### src/rtl/spi_cw_pkg.sv
package spi_cw_pkg;
   typedef enum logic [1:0] {
      PH_CMD  = 2'd0,
      PH_WR   = 2'd1,
      PH_RD   = 2'd2,
      PH_SKIP = 2'd3
   } phase_t;

   localparam int unsigned CMD_BITS = 8;
endpackage

### src/rtl/spi_cw_sync.sv
module spi_cw_sync #(
   parameter int unsigned N      = 3,
   parameter int unsigned STAGES = 2,
   parameter logic [N-1:0] RST   = '0
) (
   input  logic         clk,
   input  logic         rst_n,
   input  logic [N-1:0] din,
   output logic [N-1:0] dout
);
   initial begin
      assert (STAGES >= 2) else $error("spi_cw_sync: STAGES must be at least 2");
   end

   logic [N-1:0] stg [STAGES];

   always_ff @(posedge clk or negedge rst_n) begin
      if (!rst_n) begin
         for (int i = 0; i < STAGES; i++) stg[i] <= RST;
      end else begin
         stg[0] <= din;
         for (int i = 1; i < STAGES; i++) stg[i] <= stg[i-1];
      end
   end

   assign dout = stg[STAGES-1];
endmodule

### src/rtl/spi_cw_wbuf.sv
module spi_cw_wbuf #(
   parameter int unsigned W     = 32,
   parameter int unsigned DEPTH = 2
) (
   input  logic         clk,
   input  logic         rst_n,
   input  logic         push,
   input  logic [W-1:0] push_data,
   output logic         full,
   output logic         out_valid,
   input  logic         out_ready,
   output logic [W-1:0] out_data
);
   localparam int unsigned PW = (DEPTH > 1) ? $clog2(DEPTH) : 1;
   localparam int unsigned CW = $clog2(DEPTH + 1);

   initial begin
      assert (DEPTH >= 2 && (DEPTH & (DEPTH - 1)) == 0)
         else $error("spi_cw_wbuf: DEPTH must be a power of two, at least 2");
   end

   logic [W-1:0]  mem [DEPTH];
   logic [PW-1:0] wp, rp;
   logic [CW-1:0] fill;
   logic          do_push, do_pop;

   assign full      = (fill == CW'(DEPTH));
   assign out_valid = (fill != '0);
   assign out_data  = mem[rp];
   assign do_push   = push && !full;
   assign do_pop    = out_valid && out_ready;

   always_ff @(posedge clk or negedge rst_n) begin
      if (!rst_n) begin
         wp   <= '0;
         rp   <= '0;
         fill <= '0;
      end else begin
         if (do_push) wp <= wp + 1'b1;
         if (do_pop)  rp <= rp + 1'b1;
         case ({do_push, do_pop})
            2'b10:   fill <= fill + 1'b1;
            2'b01:   fill <= fill - 1'b1;
            default: fill <= fill;
         endcase
      end
   end

   always_ff @(posedge clk) begin
      if (do_push) mem[wp] <= push_data;
   end
endmodule

### src/rtl/spi_cw_frame.sv
module spi_cw_frame
   import spi_cw_pkg::*;
#(
   parameter int unsigned WORD_W   = 32,
   parameter logic [6:0]  DEV_ADDR = 7'h40
) (
   input  logic              clk,
   input  logic              rst_n,
   input  logic              cs_n_s,
   input  logic              sclk_s,
   input  logic              mosi_s,
   input  logic              rd_avail,
   input  logic [WORD_W-1:0] rd_data,
   output logic              rd_take,
   output logic              push_valid,
   output logic [WORD_W-1:0] push_data,
   output logic              miso_bit
);
   localparam int unsigned CW        = $clog2(WORD_W);
   localparam logic [CW-1:0] CMD_END = CW'(CMD_BITS - 1);
   localparam logic [CW-1:0] WORD_END = CW'(WORD_W - 1);
   localparam logic [7:0] CMD_WR = {DEV_ADDR, 1'b0};
   localparam logic [7:0] CMD_RD = {DEV_ADDR, 1'b1};

   initial begin
      assert (WORD_W >= CMD_BITS && (WORD_W & (WORD_W - 1)) == 0)
         else $error("spi_cw_frame: WORD_W must be a power of two, at least 8");
   end

   phase_t            phase;
   logic              sclk_q;
   logic              rise, fall;
   logic [CW-1:0]     bit_cnt;
   logic [WORD_W-1:0] sh_in, sh_out;
   logic [WORD_W-1:0] sh_in_nxt;
   logic [7:0]        cmd_byte;

   assign rise      = sclk_s && !sclk_q && !cs_n_s;
   assign fall      = !sclk_s && sclk_q && !cs_n_s;
   assign sh_in_nxt = {sh_in[WORD_W-2:0], mosi_s};
   assign cmd_byte  = sh_in_nxt[7:0];
   assign miso_bit  = sh_out[WORD_W-1];

   always_ff @(posedge clk or negedge rst_n) begin
      if (!rst_n) begin
         sclk_q     <= 1'b0;
         phase      <= PH_CMD;
         bit_cnt    <= '0;
         sh_in      <= '0;
         sh_out     <= '0;
         rd_take    <= 1'b0;
         push_valid <= 1'b0;
         push_data  <= '0;
      end else begin
         sclk_q     <= sclk_s;
         rd_take    <= 1'b0;
         push_valid <= 1'b0;
         if (cs_n_s) begin
            phase   <= PH_CMD;
            bit_cnt <= '0;
            sh_in   <= '0;
            sh_out  <= '0;
         end else if (rise) begin
            sh_in <= sh_in_nxt;
            if (phase == PH_CMD) begin
               if (bit_cnt == CMD_END) begin
                  bit_cnt <= '0;
                  if (cmd_byte == CMD_WR)      phase <= PH_WR;
                  else if (cmd_byte == CMD_RD) phase <= PH_RD;
                  else                         phase <= PH_SKIP;
               end else begin
                  bit_cnt <= bit_cnt + 1'b1;
               end
            end else begin
               bit_cnt <= bit_cnt + 1'b1;
               if (phase == PH_WR && bit_cnt == WORD_END) begin
                  push_valid <= 1'b1;
                  push_data  <= sh_in_nxt;
               end
            end
         end else if (fall && phase == PH_RD) begin
            if (bit_cnt == '0) begin
               sh_out  <= rd_avail ? rd_data : '0;
               rd_take <= rd_avail;
            end else begin
               sh_out <= {sh_out[WORD_W-2:0], 1'b0};
            end
         end
      end
   end
endmodule

### src/rtl/spi_cw_slave.sv
module spi_cw_slave #(
   parameter int unsigned WORD_W      = 32,
   parameter int unsigned WBUF_DEPTH  = 2,
   parameter int unsigned SYNC_STAGES = 2,
   parameter logic [6:0]  DEV_ADDR    = 7'h40
) (
   input  logic              clk,
   input  logic              rst_n,
   input  logic              spi_cs_n,
   input  logic              spi_sclk,
   input  logic              spi_mosi,
   output logic              spi_miso,
   output logic              spi_miso_oe,
   output logic              irq_n,
   output logic              busy_n,
   output logic              wr_valid,
   input  logic              wr_ready,
   output logic [WORD_W-1:0] wr_data,
   input  logic              rd_avail,
   input  logic [WORD_W-1:0] rd_data,
   output logic              rd_take
);
   logic [2:0]        pins_s;
   logic              cs_n_s, sclk_s, mosi_s;
   logic              push_valid, buf_full, miso_bit;
   logic [WORD_W-1:0] push_data;

   spi_cw_sync #(
      .N      (3),
      .STAGES (SYNC_STAGES),
      .RST    (3'b100)
   ) u_sync (
      .clk   (clk),
      .rst_n (rst_n),
      .din   ({spi_cs_n, spi_sclk, spi_mosi}),
      .dout  (pins_s)
   );

   assign {cs_n_s, sclk_s, mosi_s} = pins_s;

   spi_cw_frame #(
      .WORD_W   (WORD_W),
      .DEV_ADDR (DEV_ADDR)
   ) u_frame (
      .clk        (clk),
      .rst_n      (rst_n),
      .cs_n_s     (cs_n_s),
      .sclk_s     (sclk_s),
      .mosi_s     (mosi_s),
      .rd_avail   (rd_avail),
      .rd_data    (rd_data),
      .rd_take    (rd_take),
      .push_valid (push_valid),
      .push_data  (push_data),
      .miso_bit   (miso_bit)
   );

   spi_cw_wbuf #(
      .W     (WORD_W),
      .DEPTH (WBUF_DEPTH)
   ) u_wbuf (
      .clk       (clk),
      .rst_n     (rst_n),
      .push      (push_valid),
      .push_data (push_data),
      .full      (buf_full),
      .out_valid (wr_valid),
      .out_ready (wr_ready),
      .out_data  (wr_data)
   );

   always_ff @(posedge clk or negedge rst_n) begin
      if (!rst_n) irq_n <= 1'b1;
      else        irq_n <= !rd_avail;
   end

   assign busy_n      = !buf_full;
   assign spi_miso_oe = !cs_n_s;
   assign spi_miso    = spi_miso_oe && miso_bit;
endmodule

### config.mk
export PLATFORM = sky130hd
export DESIGN_NAME = spi_cw_slave
export DESIGN_NICKNAME = d
export VERILOG_FILES = /design/src/rtl/spi_cw_pkg.sv /design/src/rtl/spi_cw_sync.sv /design/src/rtl/spi_cw_wbuf.sv /design/src/rtl/spi_cw_frame.sv /design/src/rtl/spi_cw_slave.sv
export SDC_FILE = /design/constraint.sdc
export NUM_CORES = 1
export LEC_CHECK = 0
export BUFFER_PORTS_ARGS = -buffer_cell sky130_fd_sc_hd__clkbuf_2
export CORE_MARGIN = 3
export CORE_UTILIZATION = 35
export CTS_CLUSTER_SIZE = 28
export DETAILED_ROUTE_END_ITERATION = 8
export PLACE_DENSITY_LB_ADDON = 0.2
export SETUP_SLACK_MARGIN = 0.5
export SLEW_MARGIN = 20
export SYNTH_ARGS = -nofsm -noshare
export SYNTH_HDL_FRONTEND = slang
export SYNTH_HIERARCHICAL = 1
export SYNTH_SLANG_ARGS = --single-unit
### constraint.sdc
create_clock -name clk -period 2.8 [get_ports clk]
set_clock_uncertainty 0.05 [all_clocks]
set_input_delay 0 -clock clk [delete_from_list [all_inputs] [get_ports clk]]
set_output_delay 0 -clock clk [all_outputs]
set_load 0.03 [all_outputs]
Yosys cells after proc, flatten, opt, wreduce, memory -nomap -nowiden --
Memory sizes are Yosys's and may differ from the RTL's. Cells that the tools add are included.
Word-level totals: flip-flop bits (word level) 116, RAM bits 64, input bits 39, output and inout port bits 38, logic and storage cells 85, memories 1
Operators by class: add/subtract/negate cells 5, equal/unequal tests 10, muxes and demuxes 28, bitwise logic cells 2, reductions and logical operators 25
Memories:
- u_wbuf.mem | depth 2, width 32, read ports 1, clocked after memory_dff 0, wr ports 1, line spi_cw_wbuf.sv:22 | logic [W-1:0] mem [DEPTH];
Operator list (number):
- 2-to-1 mux 32 bit | 5
- 2-to-1 mux 31 bit | 2
- 2-to-1 mux 5 bit | 4
- == test 8 bit (second input constant) | 2
- nonzero test 2 bit | 6
- 2-to-1 mux 1 bit | 11
- 2-to-1 mux 2 bit | 5
- logical AND 1 bit | 9
- == test 2 bit (second input constant) | 3
- adder 5 x 1 -> 5 bit (second input constant) | 1
- == test 5 x 3 -> 1 bit (second input constant) | 1
- == test 5 bit (second input constant) | 1
- logical NOT 1 bit | 5
- logical NOT 5 bit | 1
- == test 2 x 1 -> 1 bit (second input constant) | 2
- case mux 2 bit (2 select lines) | 1
- AND reduction 4 bit | 1
- AND reduction 3 bit | 1
- adder 1 bit (second input constant) | 2
- adder 2 x 1 -> 2 bit (second input constant) | 1
- logical NOT 2 bit | 1
- inequality test 2 bit (second input constant) | 1
- NOT 1 bit | 2
- AND reduction 2 bit | 1
- subtractor 2 x 1 -> 2 bit (second input constant) | 1

Depth between registers and ports, before layout --
Gate-level depths: netlist of run 1.
depth after elaboration 7, mapped depth 8, depth with buffers taken out 6

Modules after synthesis --
The synthesis of run 1 kept the hierarchy.
By module, submodules not included:
- spi_cw_frame | instances 1, cells each 395, area each 4325.4 µm², seq. area each 2627.5 µm²
- spi_cw_wbuf | instances 1, cells each 118, area each 2526.2 µm², seq. area each 2021.9 µm²
- spi_cw_sync | instances 1, cells each 9, area each 175.2 µm², seq. area each 152.6 µm²
- spi_cw_slave | instances 1, cells each 5, area each 43.8 µm², seq. area each 26.3 µm²

Least setup slack after synthesis of run 1 --
Ideal clock, no wire load.
kind reg-to-reg, from reg u_wbuf.fill[0], to mem u_wbuf.mem[0][0] (enable), library setup time 421 ps, arrival time 1984 ps, data required time 2329 ps, slack 345 ps, stages on the path, launching flop included 4, path buffers 0, clock period less this slack 2455 ps, cell sequence dfrtp_1 nand2b_1 nand2_1 nor2_1
On the way: cells in the longest elaborated chain, start to end 5
RTL lines:
- from (decl) | line spi_cw_wbuf.sv:24 | logic [CW-1:0] fill;
- from (signal assigned) | line spi_cw_wbuf.sv:42 | 2'b10: fill <= fill + 1'b1;
- from (signal assigned) | line spi_cw_wbuf.sv:43 | 2'b01: fill <= fill - 1'b1;
- from (signal assigned) | line spi_cw_wbuf.sv:44 | default: fill <= fill;
- == test 2 bit | line spi_cw_wbuf.sv:27 | assign full = (fill == CW'(DEPTH));
- logical NOT 1 bit | line spi_cw_wbuf.sv:30 | assign do_push = push && !full;
- logical AND 1 bit | line spi_cw_wbuf.sv:30
- 2-to-1 mux 1 bit | line spi_cw_wbuf.sv:50 | if (do_push) mem[wp] <= push_data;
- 2-to-1 mux 1 bit (implied by the code) | line spi_cw_wbuf.sv:50
- to (decl) | line spi_cw_wbuf.sv:22
No other way between the ends.

Final worst setup path of run 1 --
from reg u_frame.bit_cnt[0], to reg u_frame.push_data[4]
On the way: cells in the longest elaborated chain, start to end 3
RTL lines:
- from (decl) | line spi_cw_frame.sv:33 | logic [CW-1:0] bit_cnt;
- from (signal assigned) | line spi_cw_frame.sv:72 | bit_cnt <= bit_cnt + 1'b1;
- from (signal assigned) | line spi_cw_frame.sv:75 | bit_cnt <= bit_cnt + 1'b1;
- == test 5 bit | line spi_cw_frame.sv:76 | if (phase == PH_WR && bit_cnt == WORD_END) begin
- logical AND 1 bit | line spi_cw_frame.sv:76
- AND reduction 4 bit (no line)
- to (signal assigned) | line spi_cw_frame.sv:78 | push_data <= sh_in_nxt;
- to (decl) | line spi_cw_frame.sv:16 | output logic [WORD_W-1:0] push_data,
No other way between the ends. A chain may end at the register's enable or synchronous reset.

==> metrics.md, run 1 <==
| Metric | Value |
|---|---|
| Outcome | finished clean |
| Worst vdd ir | 0.0004080 V |
| Initial drt markers | 232 |
| First drt pass iteration count | 4 |
| Deepest clock path buffer count | 2 |
| Level count of the clock H-tree | 4 |
| Required time of the critical path | 3.05 ns |
| Final Core Density | 44.20% |
| Hold_ws | between 0.15 and 0.2 ns |
| Minimum clock period | ~2.1 ns |
| Vias per cell | approximately 4.7 |
| Wirelength per Cell | 13.95 um |
| Number of global-route vias before repair | between 4000 and 5000 |
| Sw frac | 22.80% |
| GRT Total Usage | 12.43% |
| Compound-Gate Fraction of Synth Area | around 6.2% |
| Worst path max stage delay | roughly 0.42 ns |
| Primary FF master, synth | dfrtp_1 |
| Final setup viols | 0 |
| CTS root buffer | clkbuf_16 |
| Diodes inserted | 0 |
| RSZ-0062 raised after global routing | no |
| Setup Total Neg Slack | 0 ns |
| P_int | roughly 4.4 mW |
| Total routed wirelength | 12820 um |
| Sequential area share after synthesis | 68.29% |
| Area leader, netlist | dfrtp_1 |
| WP buf/inv | 1 |
| Post-CTS Repair Setup Buffers | 0 |
| Max cap viols | 0 |
| Initial antenna violation count | 0 |
| DIE AREA | ~0.022 sq mm |
| Area grow syn2layout | 22.86% |
| CORE AREA | between 0.015 and 0.02 sq mm |
| Critical path arrival | about 2.3 ns |
| Tcrit/Tclk final | approximately 74% |
| Synth area leaders | dfrtp_1 (40%), edfxtp_1 (27%), mux2_2 (9.9%), nand2_1 (6.9%), a22oi_1 (3.3%) |
| Mux contribution to synthesized area | 10.19% |
| Fin. max-slew vios | 0 |
| Post-synthesis adder-cell area fraction | less than 1% |
| Syn nets | 570 |
| Std-Cell Rows | 51 |
| Critical path type | flip-flop to flip-flop |
| Slowest CP cell | dfrtp_1 |
| Post-Synth XOR/XNOR Area | less than 1% |
| Synth Instances | approximately 530 |
| Gate power share | roughly 8% |
| Die H | about 150 um |
| Clock network power share | between 40% and 50% |
| Final #Nets | ~700 |
| Fmax | just under 500 MHz |
| Most frequent cells after synthesis | nand2_1 (130), dfrtp_1 (113), edfxtp_1 (64) |
| Seq cells post-synth | between 150 and 200 |
| Post-Synthesis Cell Area | approximately 0.007 sq mm |
| Die Wd | between 100 and 150 um |
| Post-route DRC | 0 |
| Clk pin slew, worst setup/hold paths | 0.07 ns |
| Synthesized area per cell | roughly 13 sq um |
| # port buffers | 76 |
| Delay-heaviest family, CP | simple AND/OR/NAND/NOR gates |
| Post-synth ARST share | between 60 and 70% |
| Synth Area in Simple Gates | 10.32% |
| Initial Utilization | 35.98% |
| Largest family of logic cells by synthesized area | simple AND/OR/NAND/NOR gates |
| Final ANT Viol Nets | 0 |
| Worst Tran Pin Value | 0.8230 ns |
| Synth top area share | roughly two fifths |
| CP Cell Sequence | ha_1, and3_1, ha_1, and4bb_2, nand2_2, buf_12, mux2_2 |
| Max_slew headroom | between 40% and 50% |
| CTS Buf Count | 17 |
| Vias | around 4300 |
| Worst-Skew Late Latency | 0.42 ns |
| Clock Sinks | 180 |
| Share of layout cells above drive strength 1 | between 20 and 30% |
| Critical path endpoint category | flip-flop |
| Final Hold Fails | 0 |
| Distinct cells, synth | 37 |
| Post-synth EDFFs | 64 |
| Worst-path maximum fanout | 33 |
| Largest net degree at the start of global routing | 63 |
| TritonCTS clock tree | built |
| I/O pin total | between 70 and 80 |
| Synthesis Warnings | 6 |
| Top-count cell post-synth | nand2_1 |
| HPWL Detailed | 7925 um |
| Routability Congestion | 0.7229 |
| Hold/Removal Path Class | primary input to asynchronous set/reset pin |
| Switch Pwr | 1.286 mW |
| First-pass GRT wire length | about 22000 um |
| Leak | about 3.6 nW |
| Sequential Power Share | between 40% and 50% |
| Grt total ovfl | 0 |
| PD cells | roughly 650 mW/mm^2 |
| CP Launch Type | flip-flop |
| Most used cell, CP | ha_1 |
==> power groups by stage <==
stage               clock, mW  combinational (mW)  sequential, mW
detailed placement          0               0.425            2.83
global placement            0               0.419            2.82
finish                   2.42               0.451            2.77
floorplan                   0               0.339            2.82
CTS                      2.48               0.468            2.77
global route             2.60               0.504            2.78
==> path summary, 6_finish.rpt <==
check                                    from                   end  slack (ns)  cells after the start
min reg2reg                     u_sync/stg[4]        u_sync/dout[1]        0.31                      0
max                        u_frame/bit_cnt[0]  u_frame/push_data[4]        0.73                      7
max reg2reg                u_frame/bit_cnt[0]  u_frame/push_data[4]        0.73                      7
min                                     rst_n             u_wbuf/rp        0.15                      2
max in group asynchronous               rst_n  u_frame/push_data[1]        1.68                      3
min in group clk                     spi_mosi         u_sync/stg[3]        0.16                      2
==> cells in the final DEF (no fill, tap or decap), types with 2 or more instances in the layout <==
| cell type | instances |
|---|---|
| xor2_1 | 3 |
| a21oi_1 | 34 |
| nand4_1 | 2 |
| clkinvlp_4 | 4 |
| dlygate4sd3_1 | 38 |
| nor2_1 | 7 |
| nor3_1 | 2 |
| nand2_1 | 130 |
| buf_4 | 14 |
| clkbuf_2 | 75 |
| inv_6 | 4 |
| a2bb2oi_1 | 2 |
| mux2_2 | 62 |
| dfrtp_1 | 113 |
| clkbuf_16 | 17 |
| nor2b_2 | 2 |
| mux2_1 | 2 |
| a31oi_1 | 2 |
| dfstp_2 | 3 |
| ha_1 | 4 |
| and3_1 | 2 |
| inv_1 | 7 |
| or3_1 | 2 |
| clkinv_1 | 2 |
| a22oi_1 | 31 |
| nand2b_1 | 2 |
| bufinv_16 | 3 |
| edfxtp_1 | 64 |
| xnor2_1 | 3 |
==> through the flow <==
| stage | cells | worst slack (ns) | total power, mW | instance area [sq um] |
|---|---|---|---|---|
| 5_1_grt | 919 | 0.6071 | 5.876 | 8687 |
| 3_5_place_dp | 849 | 0.7357 | 3.251 | 7705 |
| 3_3_place_gp | 849 | 0.7677 | 3.242 | 7705 |
| 6_report | 919 | 0.7300 | 5.638 | 8687 |
| 4_1_cts | 919 | 0.7139 | 5.718 | 8687 |
| 2_1_floorplan | 527 | 0.8491 | 3.158 | 7073 |
==> worst register-to-register path, delay by kind of cell, from the launching register on <==
kind | cells | cell delay (ns)
buffers and inverters | 1 | 0.21
adder cells (fa/ha/maj) | 2 | 0.41
flip-flops | 1 | 0.42
multiplexers | 1 | 0.37
AND/OR/NAND/NOR | 3 | 0.50
==> per-layer routing <==
layer | global-route usage, % | part of all wire [%] | routed length, um
met1 | 16.37 | 46 | 5926
met2 | 19.98 | 49 | 6266
met3 | 3.199 | 3.6 | 460
met4 | 4.619 | 1.3 | 167
met5 | 0 | 0 | 0
==> sequential cells by signal, indices dropped and copies added (netlist names) <==
name and flops:
u_frame/push_valid 1, irq_n 1, u_frame/sh_in 31, u_wbuf/wp 1
u_wbuf/fill 2, u_frame/rd_take 1, u_frame/push_data 32, u_frame/sh_out 32
u_wbuf/mem 64, u_frame/bit_cnt 5, u_sync/stg 3, u_wbuf/rp 1
u_sync/dout 3, u_frame/phase 2, u_frame/sclk_q 1
==> cell type report <==
type	instances	area [sq um]
clock inverter	15	176.4
inverter	7	26.28
clock buffer	17	425.4
fill	1828	10970
multi-input combinational	307	2018
timing repair buffer	128	880.8
sequential	180	4828
tap	265	331.6
==> kinds of logic (layout without fill, tap and decap cells) <==
family,count (synthesis),after routing
flip-flops,180,180
AND/OR/NAND/NOR,163,163
AO/OA/AOI/OAI,70,70
multiplexers,64,64
buffers and inverters,40,167
XOR/XNOR,6,6
adder cells (fa/ha/maj),4,4
==> what timing repair did <==
action	4_1_cts	5_1_grt
gates resized for setup	0	0
hold endpoints to repair	94	0
hold buffers	38	0
(Power assumes the default switching activity.)
==> inputs of run 2 (changes only) <==
==> constraint.sdc (replaced) <==
create_clock -name clk -period 1.8 [get_ports clk]
set_clock_uncertainty 0.05 [all_clocks]
set_input_delay 0 -clock clk [delete_from_list [all_inputs] [get_ports clk]]
set_output_delay 0 -clock clk [all_outputs]
set_load 0.03 [all_outputs]
==> run 2 against run 1 <==
  * The flow now finishes with violations (negative setup slack)
  * Worst hold slack worse by 0.13 ns
  * Power is 75% higher
  * Combinational power grew to 4.0 times the previous value
  * Fmax is 6.8% higher
  * Largest cell class unchanged
  * Largest power group unchanged
==> metrics.md, run 2 (same netlist as run 1, synthesis figures left out) <==
| Metric | Value |
|---|---|
| HPWL Detailed | 8443 um (+6.5%) |
| Required time of the critical path | 2.06 ns (-0.99 ns) |
| Hold/Removal Path Class | primary input to asynchronous set/reset pin |
| Worst R2R Setup Slack | -0.14 ns (-0.87 ns) |
| First-pass GRT wire length | 26610 um (+21%) |
| TritonCTS clock tree | built |
| CP Launch Type | flip-flop |
| Worst-case reg-to-reg path depth | 8 (+1) |
| # port buffers | 76 (unchanged) |
| Post-route setup slack | -0.1375 ns (-0.8675 ns) |
| Area grow syn2layout | 54.20% |
| Initial Utilization | 35.98% (unchanged) |
| Tcrit/Tclk final | 107.6% (+34 points) |
| Number of global-route vias before repair | 4987 (+13%) |
| Outcome | finished with violations |
| Die Wd | 148.1 um (unchanged) |
| CTS Buf Count | 17 (unchanged) |
| Worst-Skew Late Latency | 0.42 ns (about the same) |
| I/O pin total | 77 (unchanged) |
| Grt total ovfl | 0 (unchanged) |
| Vias | 4804 (+12%) |
| Leak | 4.751 nW (+31%) |
| Final setup viols | 63 (+63) |
| Std-Cell Rows | 51 (unchanged) |
| Final ANT Viol Nets | 0 (unchanged) |
| Critical path type | flip-flop to flip-flop |
| Max cap viols | 0 (unchanged) |
| Largest register FFs | 64 (unchanged) |
| Deepest clock path buffer count | 2 (unchanged) |
| Routability Congestion | 0.7552 (+4.5%) |
| Total routed wirelength | 17400 um (+36%) |
| Critical path arrival | 2.19 ns (-0.13 ns) |
| Fin. max-slew vios | 0 (unchanged) |
| Clk pin slew, worst setup/hold paths | 0.07 ns (about the same) |
| Commonest non-fill, non-tap cell in the layout | nand2_1 |
| Wirelength per Cell | 17.45 um (+25%) |
| Fmax | 516.1 MHz (+6.8%) |
| Minimum clock period | 1.937 ns (-0.1325 ns) |
| PD cells | 907.0 mW/mm^2 (+40%) |
| Worst Tran Pin Value | 0.6624 ns (-0.1605 ns) |
| Final Core Density | 55.47% (+11 points) |
| Failing checks | negative setup slack |
| Share of layout cells above drive strength 1 | 45.77% (+16 points) |
| Largest Register | u_wbuf/mem |
| Post-route DRC | 0 (unchanged) |
| Level count of the clock H-tree | 4 (unchanged) |
| Max_slew headroom | 55.75% (+11 points) |
| Most frequent cells in the layout | nand2_1 (118), dfrtp_1 (113), mux2_4 (64), edfxtp_1 (64), clkbuf_2 (39) |
| Largest net degree at the start of global routing | 36 (-43%) |
| Final #Nets | 762 (+11%) |
| RSZ-0062 raised after global routing | yes |
| Initial antenna violation count | 0 (unchanged) |
| DIE AREA | 0.02194 sq mm (unchanged) |
| Worst-path maximum fanout | 6 (-82%) |
| Largest regs | u_wbuf/mem: 64 flops, u_frame/push_data: 32 flops, u_frame/sh_out: 32 flops |
| Critical path endpoint category | flip-flop |
| Clock Sinks | 180 (unchanged) |
| GRT Total Usage | 15.54% (+3.1 points) |
| Hold_ws | 0.02520 ns (-0.1261 ns) |
| Die H | 148.1 um (unchanged) |
| Worst vdd ir | 0.0006836 V (+68%) |
| Vias per cell | 4.818 (+2.8%) |
| Diodes inserted | 0 (unchanged) |
| Initial drt markers | 233 (+0.43%) |
| Final Hold Fails | 0 (unchanged) |
| CORE AREA | 0.01965 sq mm (unchanged) |
| CTS root buffer | clkbuf_16 |
| First drt pass iteration count | 5 (+1) |
-- run 2: changes by cell type in the layout (fill, tap and decap cells not counted), sizes merged --
cell      before  now
nor3           3    4
clkbuf        92   60
and3           2    3
clkinvlp       4    1
clkinv         4    8
buf           15  123
inv           11   10
-- run 2: path summary, 6_finish.rpt --
path	from	end
setup / recovery	u_frame/bit_cnt[0]	u_frame/push_data[31]
hold / removal	rst_n	u_frame/sh_in[9]
setup reg to reg	u_frame/bit_cnt[0]	u_frame/push_data[31]
hold reg to reg	u_sync/stg[3]	u_sync/dout[0]
max in group asynchronous	rst_n	u_sync/dout[2]
min in group clk	spi_sclk	u_sync/stg[4]
-- run 2: area by class of cell --
type / count / area, sq um
Clock inverter: 15 / 176.4
Timing Repair Buffer: 204 / 2522
Fill cell: 1593 / 8751
Tap cell: 265 / 331.6
Sequential cell: 180 / 4832
Clock buffer: 17 / 425.4
Inverter: 7 / 31.28
Multi-Input combinational cell: 309 / 2584
-- run 2: repair_timing --
item                                    in CTS  in global routing
buffers inserted                            42                  5
resized for setup                          168                 89
endpoints found under the hold margin      152                  0
cloned                                      17                  5
hold buffers                                38                  0
endpoints found under the setup margin     206                206
pin swaps                                   10                  8
-- run 2: critical path, stage by stage, from the launching register on --
cell	delay [ns]
dfrtp_1	0.40
ha_2	0.18
and3_4	0.15
ha_4	0.15
and4bb_2	0.23
nand2_4	0.09
buf_6	0.13
buf_12	0.13
mux2_4	0.30
-- run 2: where the power goes --
part           internal, mW  switching (mW)  leakage (nW)  total [mW]
Clock                  2.20            1.58         0.294        3.78
Combinational          1.02           0.779          2.43        1.80
Sequential             4.27          0.0419          2.03        4.31
Total                  7.49            2.40          4.75        9.89
-- run 2: layer usage --
| metal | GRT usage (%) | part of all wire, % |
|---|---|---|
| met2 | 26.22 | 53 |
| met4 | 5.450 | 1.6 |
| met3 | 3.534 | 3.0 |
| met1 | 19.82 | 43 |
| met5 | 0 | 0 |
-- run 2: stage by stage --
step,TNS (ns),power [mW],setup WS [ns],instance area (sq um),std cells
floorplan,-1.255,4.966,-0.04362,7283,527
global placement,-11.36,5.144,-0.2700,8038,858
detailed placement,-13.41,5.161,-0.3474,8038,858
CTS,-5.490,9.849,-0.1320,10510,987
global route,-11.37,10.25,-0.2096,10900,997
finish,-6.227,9.889,-0.1375,10900,997
